===== src/rtl/synth_pkg.sv =====
package synth_pkg;
  typedef struct packed {
    logic clearAll;  // synchronous clear of every counter and output flop
    logic loadCfg;   // pulse boundary: take up the pending ratio
  } synthStrobe_t;
endpackage


===== src/rtl/tick_prescale.sv =====
module tick_prescale #(
  parameter int N_W = 4,
  localparam int PRE_W = 2 ** N_W
) (
  input  logic           clk,
  input  logic           clear,
  input  logic [N_W-1:0] preSel,
  output logic           preTick
);
  logic [PRE_W-1:0] preCnt;
  logic [PRE_W:0]   span;
  logic [PRE_W-1:0] preLimit;

  always_comb begin
    span     = (PRE_W+1)'(1) << ({1'b0, preSel} + (N_W+1)'(1));
    preLimit = PRE_W'(span - (PRE_W+1)'(1));
  end

  assign preTick = (preCnt == preLimit);

  always_ff @(posedge clk) begin
    if (clear)        preCnt <= '0;
    else if (preTick) preCnt <= '0;
    else              preCnt <= preCnt + PRE_W'(1);
  end

  // the prescale count never runs past its active limit
  assert_pre_in_range_R1: assert property (@(posedge clk) disable iff (clear)
    preCnt <= preLimit);
endmodule


===== src/rtl/tick_modulus.sv =====
module tick_modulus #(
  parameter int M_W = 12
) (
  input  logic           clk,
  input  logic           clear,
  input  logic           stepEn,
  input  logic [M_W-1:0] modLimit,
  output logic           wrapNow
);
  logic [M_W-1:0] modCnt;

  assign wrapNow = stepEn && (modCnt == modLimit);

  always_ff @(posedge clk) begin
    if (clear)        modCnt <= '0;
    else if (wrapNow) modCnt <= '0;
    else if (stepEn)  modCnt <= modCnt + M_W'(1);
  end

  // the modulus count stays within 0..M
  assert_mod_in_range_R1: assert property (@(posedge clk) disable iff (clear)
    modCnt <= modLimit);
endmodule


===== src/rtl/tick_datapath.sv =====
module tick_datapath
  import synth_pkg::*;
#(
  parameter int M_W = 12,
  parameter int N_W = 4
) (
  input  logic           clk,
  input  synthStrobe_t   strobe,
  input  logic [M_W-1:0] activeM,
  input  logic [N_W-1:0] activeN,
  output logic           wrapNow,
  output logic           tickOut,
  output logic           squareOut
);
  logic preTick;

  tick_prescale #(.N_W(N_W)) uPre (
    .clk    (clk),
    .clear  (strobe.clearAll),
    .preSel (activeN),
    .preTick(preTick)
  );

  tick_modulus #(.M_W(M_W)) uMod (
    .clk     (clk),
    .clear   (strobe.clearAll),
    .stepEn  (preTick),
    .modLimit(activeM),
    .wrapNow (wrapNow)
  );

  always_ff @(posedge clk) begin
    if (strobe.clearAll) begin
      tickOut   <= 1'b0;
      squareOut <= 1'b0;
    end else begin
      tickOut   <= strobe.loadCfg;
      squareOut <= squareOut ^ strobe.loadCfg;
    end
  end

  // minimum ratio of 2 means a tick never lasts two cycles
  assert_single_pulse_R3: assert property (@(posedge clk) disable iff (strobe.clearAll)
    tickOut |=> !tickOut);
  // square output flips with every tick
  assert_square_flip_R8: assert property (@(posedge clk) disable iff (strobe.clearAll)
    tickOut |-> (squareOut != $past(squareOut)));
  // square output holds between ticks
  assert_square_hold_R8: assert property (@(posedge clk) disable iff (strobe.clearAll)
    !tickOut |-> $stable(squareOut));
endmodule


===== src/rtl/tick_ctrl.sv =====
module tick_ctrl
  import synth_pkg::*;
#(
  parameter int REG_W = 32,
  parameter int M_W   = 12,
  parameter int N_W   = 4,
  localparam int FLD_W = M_W + N_W
) (
  input  logic             clk,
  input  logic             rst,
  input  logic             wrEn,
  input  logic [REG_W-1:0] wrData,
  input  logic             wrapNow,
  output logic [REG_W-1:0] rdData,
  output synthStrobe_t     strobe,
  output logic [M_W-1:0]   activeM,
  output logic [N_W-1:0]   activeN
);
  localparam logic [REG_W-1:0] FIELD_MASK = REG_W'((64'd1 << FLD_W) - 64'd1);

  logic [REG_W-1:0] ctrlReg;

  always_ff @(posedge clk) begin
    if (rst)       ctrlReg <= '0;
    else if (wrEn) ctrlReg <= (ctrlReg & ~FIELD_MASK) | (wrData & FIELD_MASK);
  end

  always_ff @(posedge clk) begin
    if (rst) begin
      activeM <= '0;
      activeN <= '0;
    end else if (wrapNow) begin
      activeM <= ctrlReg[M_W-1:0];
      activeN <= ctrlReg[FLD_W-1:M_W];
    end
  end

  always_comb begin
    strobe.clearAll = rst;
    strobe.loadCfg  = wrapNow;
  end

  assign rdData = ctrlReg;

  // readback shows the fields of the previous write
  assert_rdback_R5: assert property (@(posedge clk) disable iff (rst)
    wrEn |=> rdData[FLD_W-1:0] == $past(wrData[FLD_W-1:0]));
  // bits outside the fields never move
  assert_upper_keep_R4: assert property (@(posedge clk) disable iff (rst)
    $stable(rdData[REG_W-1:FLD_W]));
  // the active ratio changes only at a pulse boundary
  assert_cfg_boundary_R6: assert property (@(posedge clk) disable iff (rst)
    !($stable(activeM) && $stable(activeN)) |-> $past(wrapNow));
endmodule


===== src/rtl/ratio_tick_synth.sv =====
module ratio_tick_synth
  import synth_pkg::*;
#(
  parameter int REG_W = 32,
  parameter int M_W   = 12,
  parameter int N_W   = 4
) (
  input  logic             clk,
  input  logic             rst,
  input  logic             wrEn,
  input  logic [REG_W-1:0] wrData,
  output logic [REG_W-1:0] rdData,
  output logic             tickOut,
  output logic             squareOut
);
  synthStrobe_t   strobe;
  logic [M_W-1:0] activeM;
  logic [N_W-1:0] activeN;
  logic           wrapNow;

  tick_ctrl #(.REG_W(REG_W), .M_W(M_W), .N_W(N_W)) uCtrl (
    .clk    (clk),
    .rst    (rst),
    .wrEn   (wrEn),
    .wrData (wrData),
    .wrapNow(wrapNow),
    .rdData (rdData),
    .strobe (strobe),
    .activeM(activeM),
    .activeN(activeN)
  );

  tick_datapath #(.M_W(M_W), .N_W(N_W)) uData (
    .clk      (clk),
    .strobe   (strobe),
    .activeM  (activeM),
    .activeN  (activeN),
    .wrapNow  (wrapNow),
    .tickOut  (tickOut),
    .squareOut(squareOut)
  );
endmodule


===== config.mk =====
export PLATFORM = sky130hd
export DESIGN_NAME = ratio_tick_synth
export DESIGN_NICKNAME = d
export VERILOG_FILES = /design/src/rtl/synth_pkg.sv /design/src/rtl/tick_prescale.sv /design/src/rtl/tick_modulus.sv /design/src/rtl/tick_datapath.sv /design/src/rtl/tick_ctrl.sv /design/src/rtl/ratio_tick_synth.sv
export SDC_FILE = /design/constraint.sdc
export NUM_CORES = 1
export LEC_CHECK = 0
export BUFFER_PORTS_ARGS = -buffer_cell sky130_fd_sc_hd__buf_2
export CORE_UTILIZATION = 55
export DETAILED_ROUTE_END_ITERATION = 7
export GPL_ROUTABILITY_DRIVEN = 0
export GPL_TIMING_DRIVEN = 0
export PLACE_DENSITY = 0.77
export SKIP_LAST_GASP = 1
export SLEW_MARGIN = 20
export SYNTH_ARGS = -nofsm -noshare
export SYNTH_HDL_FRONTEND = slang
export SYNTH_HIERARCHICAL = 1
export SYNTH_SLANG_ARGS = --single-unit
export TNS_END_PERCENT = 1

===== constraint.sdc =====
create_clock -name clk -period 3.9 [get_ports clk]
set_input_delay 0.39 -clock clk [delete_from_list [all_inputs] [get_ports clk]]
set_output_delay 0.39 -clock clk [all_outputs]
set_load 0.02 [all_outputs]

==> flow_summary.json, run 1 <==
{
  "p_clk_share_pct": 33.1,
  "num_antenna_cells": 0,
  "overflow": 0,
  "syn-cell-area_mm2": 0.00336,
  "grt_pass1_vias": 2275,
  "end_kind": "register",
  "nFillCells": 479,
  "die_height_um": 80.1,
  "synth_warnings": 6,
  "finalCriticalPeriod_ns": 3.71,
  "p_sw_share_pct": 30.3,
  "nets": 468,
  "dp_hpwl_um": 4790,
  "fin_util_pct": 66.9,
  "clk_path_buf_depth": 2,
  "ir_worst_vdd_uv": 306,
  "die_area_mm2": 0.00642,
  "finalCritPeriodShare_pct": 95.2,
  "final.setup.tns_ns": 0,
  "r2r_slack_ns": 0.19,
  "tightest_slew_ns": 0.509,
  "viasPerCell": 5.30,
  "max_freq_mhz": 269,
  "slew_headroom_pct": 65.8,
  "cap_violations": 0,
  "p_seq_share_pct": 42.0,
  "final_common_cell": "dfxtp_1",
  "place_ws_ns": -0.382,
  "synthCells": 364,
  "cts.clk_slew.worst_paths_ns": 0.07,
  "drc": 0,
  "finalClockSkew_ns": 0.00899,
  "grt_max_degree": 12,
  "io_pins": 69,
  "root_buffer": "clkbuf_8",
  "start_util_pct": 56.7,
  "portBuffers": 35,
  "finalHoldViolations": 0,
  "p_int_mw": 1.16,
  "setup_viol": 0,
  "required_ns": 4.13,
  "yosysSeqAreaShare_pct": 37.0,
  "syn_to_final_growth_pct": 18.0,
  "crit_arrival_ns": 3.94,
  "grt_use_total_pct": 21.8,
  "hp-class": "input port to register",
  "slew_violations": 0,
  "async_flop_share_pct": 0,
  "ant_nets": 0,
  "synth-edff-count": 0,
  "numCtsBuffers": 9,
  "clk_latency_ns": 0.34,
  "layout-drive-gt1-share_pct": 26.7,
  "drt_iter0_markers": 190,
  "hold_depth": 3,
  "yosys.cell_types.count": 59,
  "r2r_cells": 15,
  "most-common-layout-cells": "dfxtp_1 (62), nor2_1 (58), buf_2 (41)",
  "grt_pass1_wl_um": 10700,
  "synth-seq-cells": 62,
  "wl_per_cell_um": 13.5,
  "outcome": "completed",
  "clkSinkCount": 62,
  "timing.final.ws_setup_ns": 0.188,
  "core_area_mm2": 0.00592,
  "rows": 28,
  "drtPass1Iterations": 6,
  "whs_ns": 0.279,
  "power.leakage_nw": 1.68,
  "h-tree-depth": 3,
  "p_per_area_mw_per_mm2": 420,
  "wirelength_um": 6910,
  "switchingPower_mw": 0.504,
  "critPathKind": "register to register",
  "cp-start-kind": "register",
  "vias": 2705,
  "synth_flop_cell": "dfxtp_1",
  "antenna_found_initial": 0,
  "combPwrFrac_pct": 24.9,
  "die_w_um": 80.1,
  "synth.avg_cell_area_um2": 9.22,
  "crit_fanout": 10,
  "cts_tree": "built"
}
sequential cells by signal, summed over array words and instances (netlist names):
name / count
uCtrl/activeN: 4
uCtrl/activeM: 12
uData/uPre/preCnt: 16
uData/tickOut: 1
uData/uMod/modCnt: 12
uData/squareOut: 1
uCtrl/rdData: 16
worst paths after layout:
check / from / to
worst max-delay path: uCtrl/activeN[2]$_SDFFE_PP0P_ / uCtrl/activeM[11]$_SDFFE_PP0P_
worst min-delay path: wrData[4] / uCtrl/rdData[4]$_SDFFE_PP0P_
worst max register to register: uCtrl/activeN[2]$_SDFFE_PP0P_ / uCtrl/activeM[11]$_SDFFE_PP0P_
worst min register to register: uData/uPre/preCnt[0]$_SDFF_PP0_ / uData/uPre/preCnt[0]$_SDFF_PP0_
routing by layer:
layer	share of wire [%]	wire length (um)	up-vias	GRT usage [%]
met5	0	0	-	0
met1	49	3380	1217	30.4
li1	-	-	1350	-
met2	43	2980	113	30.7
met4	2.6	178	0	11.4
met3	5.4	371	25	5.45
critical path, stage by stage (launching register included):
cell,delay (ns)
dfxtp_1,0.32
buf_4,0.18
nor4_4,0.36
inv_2,0.11
ha_1,0.26
clkbuf_2,0.20
nor2b_1,0.16
or3_1,0.41
a2111oi_4,0.40
and4_4,0.30
nand2_1,0.13
nor4_4,0.20
buf_6,0.16
buf_4,0.16
mux2i_1,0.20
nor2_1,0.06
metrics by stage:
step / instances / instance area, um^2 / total power [mW]
2_1_floorplan: 379 / 3410 / 0.999
3_3_place_gp: 489 / 3680 / 1.06
3_5_place_dp: 489 / 3680 / 1.07
4_1_cts: 505 / 3890 / 1.63
5_1_grt: 510 / 3960 / 1.74
6_report: 510 / 3960 / 1.66
what timing repair did:
action | in CTS | in global routing
hold buffers | 0 | 0
setup endpoints to repair | 19 | 15
pin swaps | 0 | 2
setup buffers | 0 | 5
gates resized for setup | 5 | 5
cell families after synthesis:
kind of cell	Yosys count	share of synthesized area, %
AOI/OAI and AO/OA	34	7.60
xor gates and xnor gates	43	11.4
adders and majority gates	3	1.12
buffers and inverters	46	10.5
DFF	62	37.0
muxes	34	10.1
other	2	0.224
and+or+nand+nor	140	22.0
synth_stat cells, drive strengths merged, types with 2 or more instances:
master  instances  area (um^2)
a211oi          5         42.5
a21oi           8         40.0
conb            2         7.51
nor3            3         15.0
buf            36          314
nor2           68          280
ha              3         37.5
nand4           9         56.3
nor4            3         25.0
and3            7         43.8
nand2          12         45.0
and4            5         43.8
nor2b           4         27.5
clkbuf          5         18.8
inv             5         18.8
xor2           14          123
xnor2          29          262
or3             3         18.8
nand3          14         70.1
o21ai           6         33.8
nor4b           2         32.5
mux2i          34          340
dfxtp          62         1240
nor3b           2         15.0
power by group through the flow:
stage	logic, mW	clock network (mW)	registers, mW
finish	0.415	0.551	0.698
global placement	0.353	0	0.710
detailed placement	0.359	0	0.712
floorplan	0.277	0	0.723
global route	0.443	0.592	0.702
CTS	0.373	0.558	0.698
area by class of cell:
class                           instances  area (um^2)  area share, %
Inverter                                5         18.8          0.474
Tap cell                               75         93.8           2.37
Clock inverter                          6         62.6           1.58
Clock buffer                           10          128           3.22
Timing Repair Buffer                   40          213           5.37
Sequential cell                        62         1240           31.3
Multi-Input combinational cell        271         1870           47.2
Buffer                                 41          334           8.43
Power figures use the tool's default switching activity.
==> run 2, diff against run 1 <==
--- a/config.mk
+++ b/config.mk
@@ -6,11 +6,11 @@
 export NUM_CORES = 1
 export LEC_CHECK = 0
 export BUFFER_PORTS_ARGS = -buffer_cell sky130_fd_sc_hd__buf_2
-export CORE_UTILIZATION = 55
+export CORE_UTILIZATION = 59
 export DETAILED_ROUTE_END_ITERATION = 7
 export GPL_ROUTABILITY_DRIVEN = 0
 export GPL_TIMING_DRIVEN = 0
-export PLACE_DENSITY = 0.77
+export PLACE_DENSITY = 0.82
 export SKIP_LAST_GASP = 1
 export SLEW_MARGIN = 20
 export SYNTH_ARGS = -nofsm -noshare
==> constraint.sdc (replaced) <==
create_clock -name clk -period 4.5 [get_ports clk]
set_input_delay 0.45 -clock clk [delete_from_list [all_inputs] [get_ports clk]]
set_output_delay 0.45 -clock clk [all_outputs]
set_load 0.02 [all_outputs]
==> flow_summary.json, run 2 (synthesized netlist as in run 1, its figures left out) <==
{
  "finalHoldViolations": 0,
  "hold_path_end": "uCtrl/rdData[4]$_SDFFE_PP0P_",
  "setup_viol": 0,
  "overflow": 0,
  "p_per_area_mw_per_mm2": 378,
  "cts_tree": "built",
  "h-tree-depth": 3,
  "rsz0062_at_grt": "false",
  "max_freq_mhz": 238,
  "rr_startpoint": "uCtrl/activeN[2]$_SDFFE_PP0P_",
  "antenna_found_initial": 0,
  "hold_buffers": 0,
  "outcome": "completed",
  "finalClockSkew_ns": 0.0110,
  "min-delay-start": "wrData[4]",
  "drc": 0,
  "power.leakage_nw": 1.65,
  "final.setup.tns_ns": 0,
  "fin_util_pct": 71.3,
  "rows": 27,
  "drtPass1Iterations": 6,
  "finalCritPeriodShare_pct": 93.4,
  "wl_per_cell_um": 14.0,
  "critPathKind": "register to register",
  "clk_latency_ns": 0.34,
  "grt_max_degree": 13,
  "syn_to_final_growth_pct": 16.9,
  "grt_pass1_wl_um": 11500,
  "crit_fanout": 10,
  "r2r-end": "uCtrl/activeM[10]$_SDFFE_PP0P_",
  "numCtsBuffers": 9,
  "clkSinkCount": 62,
  "num_antenna_cells": 0,
  "finalCriticalPeriod_ns": 4.20,
  "io_pins": 69,
  "ir_worst_vdd_uv": 359,
  "r2r_cells": 16,
  "cts.clk_slew.worst_paths_ns": 0.07,
  "core_area_mm2": 0.00551,
  "whs_ns": 0.344,
  "vias": 2699,
  "required_ns": 4.73,
  "cap_violations": 0,
  "viasPerCell": 5.38,
  "final_common_cell": "dfxtp_1",
  "root_buffer": "clkbuf_8",
  "die_area_mm2": 0.00600,
  "grt_use_total_pct": 24.2,
  "hp-class": "input port to register",
  "crit_arrival_ns": 4.43,
  "nFillCells": 417,
  "most-common-layout-cells": "dfxtp_1 (62), nor2_1 (58), buf_2 (41)",
  "fin_cells": 502,
  "cp_slowest_stage_delay_ns": 0.40,
  "end_kind": "register",
  "dp_hpwl_um": 4930,
  "die_height_um": 77.4,
  "final_area_mm2": 0.00393,
  "drt_iter0_markers": 271,
  "layout-drive-gt1-share_pct": 25.3,
  "grt_pass1_vias": 2494,
  "wirelength_um": 7040,
  "multi_input_area_mm2": 0.00184,
  "ant_nets": 0,
  "hold_depth": 3,
  "clk_path_buf_depth": 2,
  "nets": 463,
  "crit_chain": "buf_4, nor4_4, inv_2, ha_1, clkbuf_1, and2b_1, nor4bb_1, a211oi_1, a2111oi_1, and4_2, nand2_1, nor4_2, buf_6, buf_12, mux2i_1, nor2_1",
  "slew_violations": 0,
  "portBuffers": 35,
  "dp.cells": 486,
  "start_util_pct": 61.0,
  "die_w_um": 77.4,
  "place_area_mm2": 0.00368,
  "r2r_slack_ns": 0.30,
  "ff_latch_area_mm2": 0.00124,
  "slowest_stage": "a2111oi_1",
  "cp-start-kind": "register"
}
==> run 2: worst max-delay path, delay by kind of cell, from the launching register on <==
| kind | cells | cell delay, ns |
|---|---|---|
| adder cells (fa/ha/maj) | 1 | 0.26 |
| AND/OR/NAND/NOR | 7 | 1.83 |
| flip-flops | 1 | 0.34 |
| buffers and inverters | 5 | 0.88 |
| multiplexers | 1 | 0.27 |
| AO/OA/AOI/OAI | 2 | 0.50 |
==> run 2: worst max path at each step <==
| stage | end | startpoint | cells after the start |
|---|---|---|---|
| final | uCtrl/activeM[10]$_SDFFE_PP0P_ | uCtrl/activeN[2]$_SDFFE_PP0P_ | 16 |
| after global routing | uCtrl/activeM[10]$_SDFFE_PP0P_ | uCtrl/activeN[2]$_SDFFE_PP0P_ | 16 |
| after CTS | uCtrl/activeM[10]$_SDFFE_PP0P_ | uCtrl/activeN[2]$_SDFFE_PP0P_ | 16 |
| after detailed placement | uCtrl/activeM[1]$_SDFFE_PP0P_ | uCtrl/activeN[2]$_SDFFE_PP0P_ | 16 |
| after global placement | uCtrl/activeM[3]$_SDFFE_PP0P_ | uCtrl/activeN[1]$_SDFFE_PP0P_ | 15 |
| after floorplan | uCtrl/activeM[10]$_SDFFE_PP0P_ | uCtrl/activeN[1]$_SDFFE_PP0P_ | 15 |
==> run 2: per-stage QoR <==
| step | power [mW] | setup slack, ns |
|---|---|---|
| floorplan | 0.866 | 0.917 |
| global placement | 0.919 | 0.271 |
| detailed placement | 0.927 | 0.259 |
| CTS | 1.48 | 0.0996 |
| global route | 1.54 | 0.0897 |
| finish | 1.48 | 0.298 |
==> run 2: what timing repair did <==
action	4_1_cts	5_1_grt
setup buffers	0	0
endpoints found under the hold margin	0	0
gates resized for setup	0	3
endpoints found under the setup margin	0	15
==> run 2: where the power goes <==
group	internal [mW]	switching [mW]	total [mW]
registers	0.577	0.0278	0.605
logic	0.150	0.172	0.321
clock network	0.329	0.228	0.558
total	1.06	0.428	1.48
==> run 2: metal layers <==
layer  GRT usage [%]  part of all wire, %  up-vias  wire (um)
met4            9.62                  1.9        0        133
met2            38.5                   46      101       3220
met3            5.88                  5.8       17        411
met1            31.5                   47     1243       3280
li1                -                    -     1338          -
met5               0                    0        -          0
==> run 2: final cells by class <==
type                       instances  share of cell area [%]
buffer                            41                    8.48
sequential                        62                    31.6
clock inverter                     6                    2.36
inverter                           5                   0.478
tap                               72                    2.30
clock buffer                      10                    3.51
multi-input combinational        271                    46.8
timing repair buffer              35                    4.46
